[src/rtl/err_cnt_pkg.sv]
// Package: shared types and helpers for the shadowed error counter.
// Assumes: counters are unsigned and saturate at all-ones.
package err_cnt_pkg;

    // Transfer trigger selection
    typedef enum logic {
        XFER_ON_CMD  = 1'b0,
        XFER_ON_TICK = 1'b1
    } xfer_mode_e;

    // Event source selection when the selection is enabled
    typedef enum logic {
        SRC_PARITY      = 1'b0,
        SRC_PARITY_FRM  = 1'b1
    } evt_src_e;

endpackage

[src/rtl/err_evt_select.sv]
// Module: picks which incoming error strobes count as one event.
// Assumes: strobes are single-cycle and synchronous to clk; both
// strobes high in one cycle form one event.
module err_evt_select
    import err_cnt_pkg::*;
(
    input  logic par_err_i,
    input  logic frm_err_i,
    input  logic cbit_en_i,
    input  logic src_sel_i,
    output logic evt_o
);

    evt_src_e src;

    // Effective source: the selection only applies with the enable set
    always_comb begin
        src = cbit_en_i ? evt_src_e'(src_sel_i) : SRC_PARITY;
    end

    // Combine the strobes according to the effective source
    always_comb begin
        case (src)
            SRC_PARITY_FRM: evt_o = par_err_i | frm_err_i;
            default:        evt_o = par_err_i;
        endcase
    end

endmodule

[src/rtl/err_xfer_ctrl.sv]
// Module: decides when a transfer happens and produces the interrupt.
// Assumes: tick_i is a single-cycle pulse; the interrupt is registered,
// so it lines up with the cycle in which the foreground value changes.
module err_xfer_ctrl
    import err_cnt_pkg::*;
(
    input  logic clk,
    input  logic rst_n,
    input  logic auto_mode_i,
    input  logic copy_i,
    input  logic tick_i,
    output logic xfer_o,
    output logic irq_o
);

    xfer_mode_e mode;

    // Mode decode
    always_comb begin
        mode = xfer_mode_e'(auto_mode_i);
    end

    // Transfer trigger: copy strobe or tick, depending on the mode
    always_comb begin
        case (mode)
            XFER_ON_TICK: xfer_o = tick_i;
            default:      xfer_o = copy_i;
        endcase
    end

    // Interrupt register: one pulse after each tick taken in automatic mode
    always_ff @(posedge clk) begin
        if (!rst_n) begin
            irq_o <= 1'b0;
        end else begin
            irq_o <= (mode == XFER_ON_TICK) && tick_i;
        end
    end

endmodule

[src/rtl/err_bg_accum.sv]
// Module: hidden background accumulator with saturation.
// Assumes: on a transfer the old value has already been taken by the
// foreground latch in the same edge; an event in that cycle opens the
// new interval.
module err_bg_accum #(
    parameter int CNT_W = 16
) (
    input  logic             clk,
    input  logic             rst_n,
    input  logic             evt_i,
    input  logic             xfer_i,
    output logic [CNT_W-1:0] bg_o
);

    localparam logic [CNT_W-1:0] CNT_MAX = {CNT_W{1'b1}};
    localparam logic [CNT_W-1:0] CNT_ONE = {{(CNT_W-1){1'b0}}, 1'b1};

    logic at_max;

    // Saturation detect
    always_comb begin
        at_max = (bg_o == CNT_MAX);
    end

    // Accumulate, restart on transfer, hold at the ceiling
    always_ff @(posedge clk) begin
        if (!rst_n) begin
            bg_o <= '0;
        end else if (xfer_i) begin
            bg_o <= evt_i ? CNT_ONE : '0;
        end else if (evt_i && !at_max) begin
            bg_o <= bg_o + CNT_ONE;
        end
    end

endmodule

[src/rtl/err_fg_latch.sv]
// Module: software-visible foreground register.
// Assumes: loads only on a transfer, and holds otherwise.
module err_fg_latch #(
    parameter int CNT_W = 16
) (
    input  logic             clk,
    input  logic             rst_n,
    input  logic             xfer_i,
    input  logic [CNT_W-1:0] bg_i,
    output logic [CNT_W-1:0] fg_o
);

    // Capture the background value at a transfer
    always_ff @(posedge clk) begin
        if (!rst_n) begin
            fg_o <= '0;
        end else if (xfer_i) begin
            fg_o <= bg_i;
        end
    end

endmodule

[src/rtl/err_shadow_cnt.sv]
// Module: top of the shadowed periodic error counter.
// Assumes: all inputs are synchronous to clk; reset is synchronous and
// active low.
module err_shadow_cnt #(
    parameter int CNT_W = 16
) (
    input  logic             clk,
    input  logic             rst_n,
    input  logic             par_err_i,
    input  logic             frm_err_i,
    input  logic             cbit_en_i,
    input  logic             src_sel_i,
    input  logic             auto_mode_i,
    input  logic             copy_i,
    input  logic             tick_i,
    output logic [CNT_W-1:0] fg_count_o,
    output logic             irq_o
);

    logic             evt;
    logic             xfer;
    logic [CNT_W-1:0] bg_count;

    err_evt_select u_sel (
        .par_err_i (par_err_i),
        .frm_err_i (frm_err_i),
        .cbit_en_i (cbit_en_i),
        .src_sel_i (src_sel_i),
        .evt_o     (evt)
    );

    err_xfer_ctrl u_ctrl (
        .clk         (clk),
        .rst_n       (rst_n),
        .auto_mode_i (auto_mode_i),
        .copy_i      (copy_i),
        .tick_i      (tick_i),
        .xfer_o      (xfer),
        .irq_o       (irq_o)
    );

    err_bg_accum #(.CNT_W(CNT_W)) u_bg (
        .clk    (clk),
        .rst_n  (rst_n),
        .evt_i  (evt),
        .xfer_i (xfer),
        .bg_o   (bg_count)
    );

    err_fg_latch #(.CNT_W(CNT_W)) u_fg (
        .clk    (clk),
        .rst_n  (rst_n),
        .xfer_i (xfer),
        .bg_i   (bg_count),
        .fg_o   (fg_count_o)
    );

endmodule

[config.mk]
export PLATFORM = sky130hd
export DESIGN_NAME = err_shadow_cnt
export DESIGN_NICKNAME = d
export VERILOG_FILES = /design/src/rtl/err_cnt_pkg.sv /design/src/rtl/err_evt_select.sv /design/src/rtl/err_xfer_ctrl.sv /design/src/rtl/err_bg_accum.sv /design/src/rtl/err_fg_latch.sv /design/src/rtl/err_shadow_cnt.sv
export SDC_FILE = /design/constraint.sdc
export NUM_CORES = 1
export LEC_CHECK = 0
export CELL_PAD_IN_SITES_DETAIL_PLACEMENT = 1
export CELL_PAD_IN_SITES_GLOBAL_PLACEMENT = 1
export CORE_ASPECT_RATIO = 1.4
export CORE_MARGIN = 3
export CORE_UTILIZATION = 38
export DETAILED_ROUTE_END_ITERATION = 16
export PLACE_DENSITY = 0.81
export SLEW_MARGIN = 5
export SYNTH_ARGS = -nofsm -noshare
export SYNTH_HDL_FRONTEND = slang
export SYNTH_SLANG_ARGS = --single-unit
export TNS_END_PERCENT = 30
[constraint.sdc]
create_clock -name clk -period 2.3 [get_ports clk]
set_input_delay 0.46 -clock clk [delete_from_list [all_inputs] [get_ports clk]]
set_output_delay 0.46 -clock clk [all_outputs]
set_load 0.01 [all_outputs]
==> flow_summary.yaml <==
synth:
  synth_seq_cells: 33
  synth.area.mux_share: 0.0282
  ys_top_cells_by_count: "42 x sky130_fd_sc_hd__nand2_1, 33 x sky130_fd_sc_hd__dfxtp_1, 16 x sky130_fd_sc_hd__a21boi_0"
  synth_compound_area_frac: 0.224
  post_synth.cell_area_avg_sq_um: 8.58
  dominantRegCellSynth: "sky130_fd_sc_hd__dfxtp_1"
  synth-adder-area-share: 0.00853
  synth.yosys.seq_area_share: 0.451
  synthSimpleGateAreaFrac: 0.263
  ys_async_sr_fraction: 0
  post-synth-top-area-fraction: 0.451
  ys_top_cells_by_area: "sky130_fd_sc_hd__dfxtp_1 45%, sky130_fd_sc_hd__nand2_1 11%, sky130_fd_sc_hd__a21boi_0 8.2%"
  synth_edf_count: 0
  synth_area_sq_um: 1470
  netlist_instances: 171
  synth_area_leader_cell: "sky130_fd_sc_hd__dfxtp_1"
  synth_nets: 181
  synth_cell_types: 31
  yosysWarningCount: 0
  yosys.cell_count.top_type: "sky130_fd_sc_hd__nand2_1"
  main_combinational_cell_family_by_area_after_synthesis: "simple AND/OR/NAND/NOR gates"
  yosys.area_share.xor_xnor: 0
placement:
  gp_routability_congestion: 0.790
  detailedPlacementHpwl_um: 3040
  preCtsSetupSlack_ns: 0.00358
  placement.cell_area_sq_um: 1780
  port-buffer-count: 25
  dpl.cell_count: 236
setup_path:
  critical_path.top_delay_family: "simple AND/OR/NAND/NOR gates"
  crit_path_end_kind: "flop"
  cells_along_the_critical_path: "clkdlybuf4s50_1, a31o_2, nand3_1, or4_1, a21oi_1"
  start_kind: "input port"
  crit_fanout: 12
  cpPeakStageDelay_ns: 0.59
  path_buf_inv: 1
  slowest_cp_cell: "sky130_fd_sc_hd__or4_1"
  setup.worst_path.class: "input port to flop"
  cp.arrival_ns: 2.28
  critPathRequiredTime_ns: 2.52
routing:
  vias_per_cell: 5.87
  route.detailed.drc: 0
  post_drt_wl_per_cell_um: 16.8
  postRouteAntennaNets: 0
  via_count: 1432
  drt_wl_total_um: 4100
  drt_first_pass_iters: 3
  drt_iter0_drc: 33
global_route:
  grt_first_pass_wirelength_um: 7040
  maximum_number_of_pins_on_one_net_before_global_route_repair: 20
  first_global_vias: 1525
  groute.usage.overall: 0.198
  overflow_after_grt: 0
  number_of_antenna_violations_at_the_first_check_in_global_routing: 0
clock_network:
  cts_tree: "yes"
  numCtsBuffers: 5
  cts.hold.buffers_added: 0
  cts_resized: 0
  htreeDepth: 2
  cts_max_path_buffers: 2
  cts.sinks: 33
  cts.repair_timing.setup_buffer_count: 0
  cts-root-buf: "sky130_fd_sc_hd__clkbuf_8"
  clk_latency_ns: 0.29
  clk_transition_reported_paths_ns: 0.07
pwr:
  vdd_drop_max_uv: 425
  cellLeakagePower_nw: 0.563
  total_power_mw: 1.09
  powerDensity_nw_per_um2: 581
timing:
  fin_worst_skew_ns: 0.00695
  finalSetupTns_ns: 0
  final_min_period_over_clock_period: 0.896
  post-route-min-period_ns: 2.06
  hold_violations: 0
  final_setup_viols: 0
  report.final.slew_viol_count: 0
  worst_path_setup_slack_after_routing_ns: 0.238
  whs_ns: 0.465
  slew-limit-headroom: 0.692
  tightestPinTransition_ns: 0.461
  grt_setup_unrepaired: "no"
  max_freq_ghz: 0.485
layout:
  final_core_utilization: 0.509
  stdcell_area_sq_um: 1870
  num-fill-cells: 428
  area_growth_pct: 27.6
  design.final.nets: 211
  post_route_cells_drive_above_1_share: 0.0891
  final_cells: 244
  num_antenna_cells: 0
die:
  initial_utilization: 0.399
  die_w_um: 58.5
  standard_cell_rows: 26
  die_area_sq_um: 4650
  placeableCoreArea_sq_um: 3680
  die_height_um: 79.5
  ioPinCount: 26
hold_path:
  worst_hold_path_type: "flop to flop"
status:
  status: "completed"
run:
  max-cap-violations: 0
==> power breakdown <==
| part | total (mW) | switching, mW | internal [mW] |
|---|---|---|---|
| Sequential | 0.579 | 0.00376 | 0.575 |
| Combinational | 0.0735 | 0.0402 | 0.0333 |
| Clock | 0.434 | 0.225 | 0.209 |
==> tightest hold or removal path: cells and delay by family, from the launching register on <==
| kind | cells | cell delay, ns |
|---|---|---|
| flip-flops | 1 | 0.31 |
| AO/OA/AOI/OAI | 1 | 0.06 |
| AND/OR/NAND/NOR | 1 | 0.05 |
==> metal layers <==
layer / global-route usage / share of wire / routed length (um)
met5: 0 / 0 / 0
met4: 0.0835 / 0.025 / 103
met3: 0.0388 / 0.031 / 127
met2: 0.370 / 0.55 / 2260
met1: 0.208 / 0.39 / 1610
==> cell families (layout without fill, tap and decap cells) <==
kind of cell | Yosys count | count (layout)
multiplexers | 4 | 4
AO/OA/AOI/OAI | 48 | 48
flip-flops | 33 | 33
AND/OR/NAND/NOR | 75 | 75
buffers and inverters | 10 | 41
adder cells (fa/ha/maj) | 1 | 1
==> layout by cell type, fill, tap and decap left out, drive strengths merged, types with 3 or more instances in the layout <==
master,n
dfxtp,33
nand4,4
clkdlybuf4s50,25
o21ai,4
nand2,42
o31ai,8
mux2i,3
buf,6
a21boi,16
or3,3
clkbuf,5
a21oi,11
nor4,4
or4,10
nand3,6
==> cell type report <==
cell class	instances	area [sq um]	share of cell area
clock buffer	5	68.8	0.0368
clock inverter	3	17.5	0.00936
inverter	2	7.51	0.00401
multi-input combinational	128	768	0.411
sequential	33	661	0.353
tap	42	52.6	0.0281
timing repair buffer	31	295	0.158
==> final timing paths <==
kind	startpoint	endpoint	slack [ns]	cells past startpoint
setup / recovery	frm_err_i	u_bg.bg_o[13]	0.24	5
hold reg to reg	u_fg.fg_o[9]	u_fg.fg_o[9]	0.46	2
setup reg to reg	u_bg.bg_o[2]	u_bg.bg_o[13]	0.37	4
hold / removal	u_fg.fg_o[9]	u_fg.fg_o[9]	0.46	2
==> state kept, by name, summed over array words and instances, names as in the netlist <==
| signal | count |
|---|---|
| u_ctrl.irq_o | 1 |
| u_fg.fg_o | 16 |
| u_bg.bg_o | 16 |
(Power assumes the default switching activity.)
